### src/rtl/vdma_pkg.sv
package vdma_pkg;

    localparam int ADDR_W   = 16;
    localparam int BYTE_W   = 8;
    localparam int LEN_BITS = 7;
    localparam int IDX_W    = 3;

    localparam logic [ADDR_W-1:0] WIN_BASE = 16'h8000;
    localparam logic [ADDR_W-1:0] WIN_SPAN = 16'h1FFF;

    localparam logic [IDX_W-1:0] IDX_SRC_HI = 3'd0;
    localparam logic [IDX_W-1:0] IDX_SRC_LO = 3'd1;
    localparam logic [IDX_W-1:0] IDX_DST_HI = 3'd2;
    localparam logic [IDX_W-1:0] IDX_DST_LO = 3'd3;
    localparam logic [IDX_W-1:0] IDX_CTRL   = 3'd4;

    typedef enum logic [1:0] {
        V_GO     = 2'd0,
        V_REJECT = 2'd1,
        V_PARK   = 2'd2
    } verdict_e;

    typedef enum logic [1:0] {
        S_IDLE  = 2'd0,
        S_WAIT  = 2'd1,
        S_READ  = 2'd2,
        S_WRITE = 2'd3
    } mstate_e;

endpackage

### src/rtl/vdma_launch.sv
module vdma_launch
    import vdma_pkg::*;
#(
    parameter int CHUNK_BYTES = 16
) (
    input  logic [BYTE_W-1:0]   src_hi,
    input  logic [BYTE_W-1:0]   src_lo,
    input  logic [BYTE_W-1:0]   dst_hi,
    input  logic [BYTE_W-1:0]   dst_lo,
    input  logic [BYTE_W-1:0]   ctrl_wdata,
    input  logic                lcd_on,
    output verdict_e            verdict,
    output logic [BYTE_W-1:0]   verdict_rb,
    output logic [ADDR_W-1:0]   go_src,
    output logic [ADDR_W-1:0]   go_dst,
    output logic                go_hmode,
    output logic [LEN_BITS-1:0] go_left
);

    localparam int CHUNK_W = $clog2(CHUNK_BYTES);
    localparam logic [ADDR_W-1:0] ALIGN_MASK = {ADDR_W{1'b1}} << CHUNK_W;
    localparam logic [ADDR_W-1:0] DST_MASK   = WIN_SPAN & ALIGN_MASK;

    logic [ADDR_W-1:0] src_aligned;
    logic              src_in_window;

    always_comb begin
        src_aligned   = {src_hi, src_lo} & ALIGN_MASK;
        src_in_window = (src_aligned >= WIN_BASE) && (src_aligned <= (WIN_BASE | WIN_SPAN));

        go_src   = src_aligned;
        go_dst   = ({dst_hi, dst_lo} & DST_MASK) | WIN_BASE;
        go_hmode = ctrl_wdata[BYTE_W-1];
        go_left  = ctrl_wdata[LEN_BITS-1:0];

        if (src_in_window) begin
            verdict    = V_REJECT;
            verdict_rb = ctrl_wdata | 8'h80;
        end else if (go_hmode && !lcd_on) begin
            verdict    = V_PARK;
            verdict_rb = {1'b1, ctrl_wdata[LEN_BITS-1:0] + 7'd1};
        end else begin
            verdict    = V_GO;
            verdict_rb = {1'b0, ctrl_wdata[LEN_BITS-1:0]};
        end
    end

endmodule

### src/rtl/vdma_regfile.sv
module vdma_regfile
    import vdma_pkg::*;
(
    input  logic              clk,
    input  logic              rst_n,
    input  logic              wr_en,
    input  logic [IDX_W-1:0]  idx,
    input  logic [BYTE_W-1:0] wdata,
    output logic [BYTE_W-1:0] rdata,
    input  logic              busy,
    input  logic [BYTE_W-1:0] verdict_rb,
    input  logic              chunk_done,
    input  logic              xfer_done,
    output logic [BYTE_W-1:0] src_hi,
    output logic [BYTE_W-1:0] src_lo,
    output logic [BYTE_W-1:0] dst_hi,
    output logic [BYTE_W-1:0] dst_lo,
    output logic [BYTE_W-1:0] ctrl_rb
);

    typedef struct packed {
        logic [BYTE_W-1:0] src_hi;
        logic [BYTE_W-1:0] src_lo;
        logic [BYTE_W-1:0] dst_hi;
        logic [BYTE_W-1:0] dst_lo;
        logic [BYTE_W-1:0] rb;
    } regs_s;

    regs_s r_q, r_d;

    always_comb begin
        r_d = r_q;
        if (wr_en) begin
            case (idx)
                IDX_SRC_HI: r_d.src_hi = wdata;
                IDX_SRC_LO: r_d.src_lo = wdata;
                IDX_DST_HI: r_d.dst_hi = wdata;
                IDX_DST_LO: r_d.dst_lo = wdata;
                default:    ;
            endcase
        end
        if (wr_en && idx == IDX_CTRL && !busy) begin
            r_d.rb = verdict_rb;
        end else if (chunk_done) begin
            if (xfer_done) begin
                r_d.rb = 8'hFF;
            end else begin
                r_d.rb = {r_q.rb[BYTE_W-1], r_q.rb[LEN_BITS-1:0] - 7'd1};
            end
        end
    end

    always_ff @(posedge clk) begin
        if (!rst_n) begin
            r_q <= '{src_hi: '0, src_lo: '0, dst_hi: '0, dst_lo: '0, rb: 8'hFF};
        end else begin
            r_q <= r_d;
        end
    end

    always_comb begin
        case (idx)
            IDX_SRC_HI: rdata = r_q.src_hi;
            IDX_SRC_LO: rdata = r_q.src_lo;
            IDX_DST_HI: rdata = r_q.dst_hi;
            IDX_DST_LO: rdata = r_q.dst_lo;
            IDX_CTRL:   rdata = r_q.rb;
            default:    rdata = 8'hFF;
        endcase
    end

    assign src_hi  = r_q.src_hi;
    assign src_lo  = r_q.src_lo;
    assign dst_hi  = r_q.dst_hi;
    assign dst_lo  = r_q.dst_lo;
    assign ctrl_rb = r_q.rb;

    // the mover's own count must agree with the readback on the last chunk
    a_r8_last_chunk_agrees: assert property (@(posedge clk) disable iff (!rst_n)
        xfer_done |-> (r_q.rb[LEN_BITS-1:0] == '0) && !r_q.rb[BYTE_W-1]);

    // completion leaves the idle readback
    a_r8_done_readback: assert property (@(posedge clk) disable iff (!rst_n)
        xfer_done |=> (r_q.rb == 8'hFF));

endmodule

### src/rtl/vdma_mover.sv
module vdma_mover
    import vdma_pkg::*;
#(
    parameter int CHUNK_BYTES = 16
) (
    input  logic                clk,
    input  logic                rst_n,
    input  logic                start,
    input  logic                start_hmode,
    input  logic [ADDR_W-1:0]   start_src,
    input  logic [ADDR_W-1:0]   start_dst,
    input  logic [LEN_BITS-1:0] start_left,
    input  logic                hblank,
    input  logic                bus_ack,
    input  logic [BYTE_W-1:0]   bus_rdata,
    output logic                bus_req,
    output logic                bus_we,
    output logic [ADDR_W-1:0]   bus_addr,
    output logic [BYTE_W-1:0]   bus_wdata,
    output logic                busy,
    output logic                cpu_stall,
    output logic                chunk_done,
    output logic                xfer_done
);

    localparam int CHUNK_W = $clog2(CHUNK_BYTES);
    localparam logic [CHUNK_W-1:0] LAST_BYTE = CHUNK_W'(CHUNK_BYTES - 1);
    localparam int WIN_W = $clog2(int'(WIN_SPAN) + 1);

    typedef struct packed {
        mstate_e             state;
        logic [ADDR_W-1:0]   src;
        logic [ADDR_W-1:0]   dst;
        logic [BYTE_W-1:0]   data;
        logic [CHUNK_W-1:0]  byte_idx;
        logic [LEN_BITS-1:0] left;
        logic                hmode;
        logic                hb_prev;
    } mov_s;

    mov_s m_q, m_d;

    always_comb begin
        m_d        = m_q;
        chunk_done = 1'b0;
        xfer_done  = 1'b0;
        m_d.hb_prev = hblank;
        case (m_q.state)
            S_IDLE: begin
                if (start) begin
                    m_d.src      = start_src;
                    m_d.dst      = start_dst;
                    m_d.left     = start_left;
                    m_d.hmode    = start_hmode;
                    m_d.byte_idx = '0;
                    m_d.state    = start_hmode ? S_WAIT : S_READ;
                end
            end
            S_WAIT: begin
                if (hblank && !m_q.hb_prev) begin
                    m_d.state = S_READ;
                end
            end
            S_READ: begin
                if (bus_ack) begin
                    m_d.data  = bus_rdata;
                    m_d.state = S_WRITE;
                end
            end
            S_WRITE: begin
                if (bus_ack) begin
                    m_d.src      = m_q.src + 16'd1;
                    m_d.dst      = {m_q.dst[ADDR_W-1:WIN_W], m_q.dst[WIN_W-1:0] + WIN_W'(1)};
                    m_d.byte_idx = m_q.byte_idx + CHUNK_W'(1);
                    m_d.state    = S_READ;
                    if (m_q.byte_idx == LAST_BYTE) begin
                        chunk_done = 1'b1;
                        if (m_q.left == '0) begin
                            xfer_done = 1'b1;
                            m_d.state = S_IDLE;
                        end else begin
                            m_d.left  = m_q.left - 7'd1;
                            m_d.state = m_q.hmode ? S_WAIT : S_READ;
                        end
                    end
                end
            end
            default: m_d.state = S_IDLE;
        endcase
    end

    always_ff @(posedge clk) begin
        if (!rst_n) begin
            m_q <= '{state: S_IDLE, src: '0, dst: '0, data: '0, byte_idx: '0,
                     left: '0, hmode: 1'b0, hb_prev: 1'b0};
        end else begin
            m_q <= m_d;
        end
    end

    always_comb begin
        bus_req   = (m_q.state == S_READ) || (m_q.state == S_WRITE);
        bus_we    = (m_q.state == S_WRITE);
        bus_addr  = bus_we ? m_q.dst : m_q.src;
        bus_wdata = m_q.data;
        busy      = (m_q.state != S_IDLE);
        cpu_stall = busy && !m_q.hmode;
    end

    // a pending request keeps its direction, address and data
    a_r10_req_held: assert property (@(posedge clk) disable iff (!rst_n)
        (bus_req && !bus_ack) |=> bus_req && $stable(bus_we) && $stable(bus_addr) && $stable(bus_wdata));

    // an acknowledged read is always followed by a write
    a_r10_read_then_write: assert property (@(posedge clk) disable iff (!rst_n)
        (bus_req && !bus_we && bus_ack) |=> (bus_req && bus_we));

    // every write lands inside the video window
    a_r5_dest_window: assert property (@(posedge clk) disable iff (!rst_n)
        (bus_req && bus_we) |-> ((bus_addr & ~WIN_SPAN) == WIN_BASE));

    // the stall is released once the copy completes
    a_r6_stall_released: assert property (@(posedge clk) disable iff (!rst_n)
        xfer_done |=> !cpu_stall);

endmodule

### src/rtl/vdma_engine.sv
module vdma_engine
    import vdma_pkg::*;
#(
    parameter int CHUNK_BYTES = 16
) (
    input  logic                clk,
    input  logic                rst_n,
    input  logic                reg_wr,
    input  logic [IDX_W-1:0]    reg_idx,
    input  logic [BYTE_W-1:0]   reg_wdata,
    output logic [BYTE_W-1:0]   reg_rdata,
    input  logic                lcd_on,
    input  logic                hblank,
    output logic                bus_req,
    output logic                bus_we,
    output logic [ADDR_W-1:0]   bus_addr,
    output logic [BYTE_W-1:0]   bus_wdata,
    input  logic                bus_ack,
    input  logic [BYTE_W-1:0]   bus_rdata,
    output logic                cpu_stall
);

    logic [BYTE_W-1:0]   src_hi, src_lo, dst_hi, dst_lo, ctrl_rb;
    logic [BYTE_W-1:0]   verdict_rb;
    verdict_e            verdict;
    logic [ADDR_W-1:0]   go_src, go_dst;
    logic                go_hmode;
    logic [LEN_BITS-1:0] go_left;
    logic                busy, chunk_done, xfer_done;
    logic                ctrl_write, start;

    assign ctrl_write = reg_wr && (reg_idx == IDX_CTRL);
    assign start      = ctrl_write && !busy && (verdict == V_GO);

    vdma_launch #(.CHUNK_BYTES(CHUNK_BYTES)) u_launch (
        .src_hi     (src_hi),
        .src_lo     (src_lo),
        .dst_hi     (dst_hi),
        .dst_lo     (dst_lo),
        .ctrl_wdata (reg_wdata),
        .lcd_on     (lcd_on),
        .verdict    (verdict),
        .verdict_rb (verdict_rb),
        .go_src     (go_src),
        .go_dst     (go_dst),
        .go_hmode   (go_hmode),
        .go_left    (go_left)
    );

    vdma_regfile u_regs (
        .clk        (clk),
        .rst_n      (rst_n),
        .wr_en      (reg_wr),
        .idx        (reg_idx),
        .wdata      (reg_wdata),
        .rdata      (reg_rdata),
        .busy       (busy),
        .verdict_rb (verdict_rb),
        .chunk_done (chunk_done),
        .xfer_done  (xfer_done),
        .src_hi     (src_hi),
        .src_lo     (src_lo),
        .dst_hi     (dst_hi),
        .dst_lo     (dst_lo),
        .ctrl_rb    (ctrl_rb)
    );

    vdma_mover #(.CHUNK_BYTES(CHUNK_BYTES)) u_mover (
        .clk         (clk),
        .rst_n       (rst_n),
        .start       (start),
        .start_hmode (go_hmode),
        .start_src   (go_src),
        .start_dst   (go_dst),
        .start_left  (go_left),
        .hblank      (hblank),
        .bus_ack     (bus_ack),
        .bus_rdata   (bus_rdata),
        .bus_req     (bus_req),
        .bus_we      (bus_we),
        .bus_addr    (bus_addr),
        .bus_wdata   (bus_wdata),
        .busy        (busy),
        .cpu_stall   (cpu_stall),
        .chunk_done  (chunk_done),
        .xfer_done   (xfer_done)
    );

    // a refused control write leaves the engine idle
    a_r3_refused_idle: assert property (@(posedge clk) disable iff (!rst_n)
        (ctrl_write && !busy && verdict != V_GO) |=> !busy);

    // an accepted control write starts the engine
    a_r4_accept_starts: assert property (@(posedge clk) disable iff (!rst_n)
        (ctrl_write && !busy && verdict == V_GO) |=> busy);

    // a control write during a copy leaves the readback alone unless a chunk ends
    a_r9_busy_write_ignored: assert property (@(posedge clk) disable iff (!rst_n)
        (ctrl_write && busy && !chunk_done) |=> $stable(ctrl_rb));

    // the line-paced mode never stalls the CPU
    a_r7_no_stall_paced: assert property (@(posedge clk) disable iff (!rst_n)
        (ctrl_write && !busy && verdict == V_GO && go_hmode) |=> !cpu_stall);

endmodule

### config.mk
export PLATFORM = sky130hd
export DESIGN_NAME = vdma_engine
export DESIGN_NICKNAME = d
export VERILOG_FILES = /design/src/rtl/vdma_pkg.sv /design/src/rtl/vdma_launch.sv /design/src/rtl/vdma_regfile.sv /design/src/rtl/vdma_mover.sv /design/src/rtl/vdma_engine.sv
export SDC_FILE = /design/constraint.sdc
export NUM_CORES = 1
export LEC_CHECK = 0
export BUFFER_PORTS_ARGS = -buffer_cell sky130_fd_sc_hd__buf_4
export CELL_PAD_IN_SITES_DETAIL_PLACEMENT = 0
export CELL_PAD_IN_SITES_GLOBAL_PLACEMENT = 1
export CORE_MARGIN = 4
export CORE_UTILIZATION = 43
export DETAILED_ROUTE_END_ITERATION = 8
export PLACE_DENSITY = 0.83
export SETUP_SLACK_MARGIN = 0.1
export SLEW_MARGIN = 20
export SYNTH_ARGS = -nofsm -noshare
export SYNTH_HDL_FRONTEND = slang
export SYNTH_SLANG_ARGS = --single-unit
### constraint.sdc
create_clock -name clk -period 2.6 [get_ports clk]
set_input_delay 0 -clock clk [delete_from_list [all_inputs] [get_ports clk]]
set_output_delay 0 -clock clk [all_outputs]
set_load 0.005 [all_outputs]
# --- Yosys cells after proc, flatten, opt, wreduce, memory -nomap -nowiden ---
# Index checks and enable logic that the tools add are counted.
word_totals:
  regBits: 95
  input_bits: 25
  output_inout_bits: 35
op_classes:
  n_addsub: 6
  magnitude_cmp: 2
  n_eq_ne: 14
  mux: 31
  n_bitwise: 1
  reduce_logical: 31
op_table:
  columns: ["operator", "n"]
  rows:
  - ["two-way mux 34 bit", 2]
  - ["case mux 32 bit (2 select lines)", 1]
  - ["two-way mux 8 bit", 5]
  - ["case mux 8 bit (5 select lines)", 1]
  - ["case mux 11 bit (2 select lines)", 1]
  - ["adder 16 x 1 -> 16 bit (second input constant)", 1]
  - [">= comparator 16 bit (second input constant)", 1]
  - ["<= comparator 16 bit (second input constant)", 1]
  - ["two-way mux 16 bit", 1]
  - ["two-way mux 2 bit", 8]
  - ["two-way mux 7 bit", 2]
  - ["AND reduction 2 bit", 7]
  - ["subtractor 7 x 1 -> 7 bit (second input constant)", 2]
  - ["adder 13 x 1 -> 13 bit (second input constant)", 1]
  - ["two-way mux 12 bit", 1]
  - ["two-way mux 11 bit", 1]
  - ["case mux 2 bit (4 select lines)", 1]
  - ["nonzero test 2 bit", 4]
  - ["adder 7 x 1 -> 7 bit (second input constant)", 1]
  - ["logical AND 1 bit", 7]
  - ["logical NOT 7 bit", 1]
  - ["two-way mux 1 bit", 7]
  - ["== test 3 x 2 -> 1 bit (second input constant)", 2]
  - ["!= test 2 x 1 -> 1 bit (second input constant)", 3]
  - ["15 further kinds", 23]

# --- Longest topological paths before layout ---
logic_depth:
  ltp_word: 8
  depth_mapped: 8

# --- By module ---
# A second synthesis with hierarchy kept.
unflattened:
  cells_unflattened: 797
  hier_area_um2: 6035.8
modules_own_cells:
  columns: ["mod", "instances", "cells_each", "area_per_inst_um2", "seq_area_each_um2"]
  rows:
  - ["vdma_mover", 1, 479, 3464.6, 1101.1]
  - ["vdma_regfile", 1, 251, 2064.5, 800.8]
  - ["vdma_launch", 1, 64, 488.0, 0.0]
  - ["vdma_engine", 1, 3, 18.8, 0.0]

# --- Worst setup path after synthesis ---
# No wires, ideal clock.
synth_path:
  kind: "reg2reg"
  from: "reg u_mover.m_q[2] in the netlist's numbering"
  to: "reg u_regs.r_q (netlist bit u_regs.ctrl_rb[4])"
  setup_time_ns: 0.062
  arrival_ns: 1.758
  path_slack_ns: 0.779
  stages_incl_launch_ff: 8
  path_buffers: 0
  period_less_slack_ns: 1.821
  cell_sequence: "dfxtp_1 inv_1 ha_1 or4b_4 nor3_4 a21oi_2 a221o_1 nand3_1"
synth_between:
  elab_chain_cells: 8
synth_lines:
  columns: ["item", "line", "text"]
  rows:
  - ["start: declaration", "vdma_mover.sv:41", "mov_s m_q, m_d;"]
  - ["start signal: assignment", "vdma_mover.sv:94", "m_q <= '{state: S_IDLE, src: '0, dst: '0, data: '0, byte_idx: '0,"]
  - ["start signal: assignment", "vdma_mover.sv:97", "m_q <= m_d;"]
  - ["logical NOT 7 bit", "vdma_mover.sv:78", "if (m_q.left == '0) begin"]
  - ["two-way mux 1 bit", "vdma_mover.sv:78", null]
  - ["two-way mux 1 bit", "vdma_mover.sv:76", "if (m_q.byte_idx == LAST_BYTE) begin"]
  - ["two-way mux 1 bit", "vdma_mover.sv:71", "if (bus_ack) begin"]
  - ["two-way mux 1 bit", "vdma_mover.sv:48", "case (m_q.state)"]
  - ["two-way mux 8 bit", "vdma_regfile.sv:45", "if (xfer_done) begin"]
  - ["two-way mux 8 bit", "vdma_regfile.sv:44", "end else if (chunk_done) begin"]
  - ["two-way mux 8 bit", "vdma_regfile.sv:42", "if (wr_en && idx == IDX_CTRL && !busy) begin"]
  - ["end signal: assignment", "vdma_regfile.sv:55", "r_q <= '{src_hi: '0, src_lo: '0, dst_hi: '0, dst_lo: '0, rb: 8'hFF};"]
  - ["end signal: assignment", "vdma_regfile.sv:57", "r_q <= r_d;"]
  - ["end: declaration", "vdma_regfile.sv:29", "regs_s r_q, r_d;"]
# No other way between the ends. The select of a mux whose other input is x is not followed.
# A chain may end at the register's enable or synchronous reset.

# --- Worst setup path in the final report ---
layout_path:
  from: "reg u_mover.m_q[2] in the netlist's numbering"
  to: "reg u_regs.r_q (netlist bit u_regs.ctrl_rb[1])"
# Same word-level chain as after synthesis.

==> flow_summary_export.csv <==
group,metric,value,unit
synth,synthFlopType,"dfxtp_1",
clock_tree,insertion_delay,340,ps
synth,ys_top_cells_by_area,"dfxtp_1 36%, nand2_1 12%, a21oi_1 8.7%",
floorplan,fp.coreArea,0.0116,mm^2
synth,yosys.area.top_type,"dfxtp_1",
pwr,ir_worst_vdd,0.260,mV
worst_hold_path,min_path_type,"input pin to flop",
clock_tree,h-tree-depth,3,
synth,yosysWarnings,0,
timing,fin_setup_tns,0,ps
place,gp_congestion,0.869,
critical_path,worstPathRequired,2890,ps
floorplan,initial_core_util,44.8,%
drt,antenna_left,0,
run_status,outcome,"finished, final reports clean",
global_routing,track_usage,22.5,%
critical_path,crit_path_end_kind,"flop",
drt,viasPerCell,5.79,
critical_path,crit_chain,"inv_1 -> ha_1 -> or4b_4 -> nor3_4 -> a21oi_2 -> a221oi_2 -> a211o_1",
critical_path,critical-path-top-delay-family,"simple AND/OR/NAND/NOR gates",
drt,wl_per_cell,17.2,um
timing,hold_violations,0,
critical_path,critPathMaxStageDelay,500,ps
place,place_ws,577,ps
timing,finalCriticalPeriod,2050,ps
clock_tree,cts_sinks,93,
clock_tree,cts_buffers,9,
final_layout,instances_no_fill,903,
global_routing,grt_pass1_vias,4858,
critical_path,arrival,2340,ps
drt,wirelength,15500,um
synth,yosys_register_bits,93,
drt,num_vias,5228,
floorplan,ios,60,
critical_path,reg2reg_slack,550,ps
timing,tightest_slew,696,ps
critical_path,critical_path_buf_inv_count,1,
critical_path,regToRegEndpoint,"u_regs.ctrl_rb[1]$_SDFFE_PN1P_",
timing,skew,8.65,ps
synth,synth_edf_count,0,
timing,setup_slack,554,ps
worst_hold_path,holdPathEnd,"u_regs.src_lo[0]$_SDFFE_PN0P_",
clock_tree,cts_tree,"yes",
floorplan,dieWidth,118,um
synth,synthCells,714,
clock_tree,clkTransAtPathRegs,70,ps
worst_hold_path,hold_start,"reg_idx[1]",
pwr,p_leak,0.00225,uW
worst_hold_path,min_path_cells,4,
global_routing,grt_pass1_wl,25500,um
synth,synth.distinct_cells,74,
synth,netlist_area,0.00520,mm^2
clock_tree,root_buffer,"clkbuf_16",
clock_tree,cts_setup_buffers,0,
place,dp_hpwl,11000,um
critical_path,r2r-start,"u_mover.m_q[2]$_SDFFE_PN0P_",
timing,finalMaxSlewViolations,0,
synth,ys_top_cells_by_count,"172 x nand2_1, 93 x dfxtp_1, 90 x a21oi_1",
synth,synthesis.nets,745,
timing,rsz0062_at_grt,"false",
final_layout,area_growth_syn_to_layout,17.4,%
final_layout,num_antenna_cells,0,
critical_path,worst_setup_path_start_kind,"flop",
timing,slew_headroom,53.4,%
place,io_buffers,59,
synth,synth_seq_area_share,35.8,%
critical_path,crit_type,"flop to flop",
timing,fmax,0.489,GHz
global_routing,grt_max_degree,41,
global_routing,antenna_found_initial,0,
critical_path,reg2reg_depth,7,
final_layout,drive_gt1_share,15.3,%
synth,synth_top_area_share,35.8,%
floorplan,die_h,118,um
floorplan,die-area,0.0139,mm^2
drt,firstDrtPassIters,5,
global_routing,grt_overflow,0,
floorplan,rows,39,
critical_path,path_max_fanout,6,
timing,setup_viol,0,
run,cap_violations,0,
drt,drc,0,
final_layout,fin_nets,787,
timing,fin_crit_sh,78.7,%
synth,synth_area_per_cell,7.29,um^2
final_layout,utilization,52.6,%
clock_tree,cts_buffer_depth,2,
critical_path,crit_slowest_cell,"or4b_4",
pwr,p_per_area,528,mW/mm^2
synth,synthArstFlopShare,0,%
place,dp_cells,869,
final_layout,fillers,1150,
drt,drt_iter0_drc,425,
synth,yosysMostFrequentCell,"nand2_1",
flip-flops by register name, indices dropped and copies added, names as in the netlist:
| name | flops |
|---|---|
| u_mover.bus_wdata | 8 |
| u_mover.m_q | 45 |
| u_regs.ctrl_rb | 8 |
| u_regs.dst_hi | 8 |
| u_regs.dst_lo | 8 |
| u_regs.src_hi | 8 |
| u_regs.src_lo | 8 |
worst register-to-register path, cell delays in order (launching register included):
cell	delay (ps)
dfxtp_1	340
inv_1	80
ha_1	220
or4b_4	500
nor3_4	290
a21oi_2	150
a221oi_2	290
a211o_1	120
kinds of logic after synthesis:
group / after synthesis / share of synthesized area (%)
AND/OR/NAND/NOR: 318 / 27.9
AO/OA/AOI/OAI: 202 / 24.1
flip-flops: 93 / 35.8
buffers and inverters: 69 / 6.01
XOR/XNOR: 13 / 2.19
multiplexers: 13 / 2.62
adder cells (fa/ha/maj): 6 / 1.44
power breakdown:
part | leakage, uW | internal, uW | total, uW | switching [uW]
clock network | 0.000139 | 721 | 1260 | 541
logic | 0.00136 | 195 | 445 | 249
registers | 0.000752 | 1470 | 1520 | 50.5
cells in the final DEF, fill, tap and decap left out, drive strengths merged, types with 3 or more instances in the layout:
master,netlist,final
nand4,3,3
nor2,60,60
or2,7,7
buf,24,70
o22ai,4,4
xnor2,8,8
xor2,5,5
and3,4,4
o41ai,3,3
nor2b,5,5
a221oi,4,4
nand3,18,18
nor3,12,12
nor4,6,6
o31ai,5,5
or4b,3,3
o211ai,5,5
nand2,173,173
and4,3,3
a22oi,6,6
a31oi,4,4
or3,3,3
ha,6,6
o31a,3,3
and2,8,8
a21oi,91,91
clkbuf,34,14
nand3b,3,3
nand2b,5,5
mux2i,8,8
o21a,3,3
mux2,5,5
inv,10,11
dfxtp,93,93
dlygate4sd3,0,19
a211oi,7,7
o21ai,43,43
final cells by class:
cell class | instances | area (um^2) | share of cell area, %
Multi-Input combinational cell | 552 | 3030 | 49.6
Sequential cell | 93 | 1860 | 30.5
Timing Repair Buffer | 89 | 716 | 11.7
Clock buffer | 14 | 274 | 4.49
Tap cell | 143 | 179 | 2.93
Inverter | 11 | 41.3 | 0.676
Clock inverter | 1 | 5.00 | 0.0819
worst max-delay path by stage:
stage,from,to,depth (start not counted)
2_1_floorplan,u_mover.m_q[2]$_SDFFE_PN0P_,u_regs.ctrl_rb[4]$_SDFFE_PN1P_,7
3_3_place_gp,u_mover.m_q[2]$_SDFFE_PN0P_,u_regs.ctrl_rb[4]$_SDFFE_PN1P_,7
3_5_place_dp,u_mover.m_q[2]$_SDFFE_PN0P_,u_regs.ctrl_rb[1]$_SDFFE_PN1P_,7
4_1_cts,u_mover.m_q[2]$_SDFFE_PN0P_,u_regs.ctrl_rb[1]$_SDFFE_PN1P_,7
5_1_grt,u_mover.m_q[53]$_SDFFE_PN0P_,u_mover.m_q[30]$_SDFFE_PN0P_,5
6_report,u_mover.m_q[2]$_SDFFE_PN0P_,u_regs.ctrl_rb[1]$_SDFFE_PN1P_,7
per-stage QoR:
| step | total power [uW] | cell area, um^2 | hold WS, ps |
|---|---|---|---|
| after floorplan | 1820 | 5200 | 122 |
| after global placement | 1960 | 5640 | 214 |
| after detailed placement | 1970 | 5640 | 225 |
| after CTS | 3260 | 6110 | 255 |
| after global routing | 3380 | 6110 | 338 |
| final | 3230 | 6110 | 282 |
layer usage:
metal / wire length [um] / part of all wire [%] / vias up / global-route usage [%]
met5: 0 / 0 / - / 0
met4: 255 / 1.6 / 0 / 6.67
met3: 944 / 6.1 / 25 / 4.13
met2: 7250 / 47 / 176 / 36.1
met1: 7070 / 46 / 2457 / 30.7
li1: - / - / 2570 / -
repair_timing:
action	in CTS	in global routing
endpoints found under the setup margin	0	0
resized for setup	0	0
endpoints found under the hold margin	47	0
hold buffers	19	0
(Power assumes the default switching activity.)
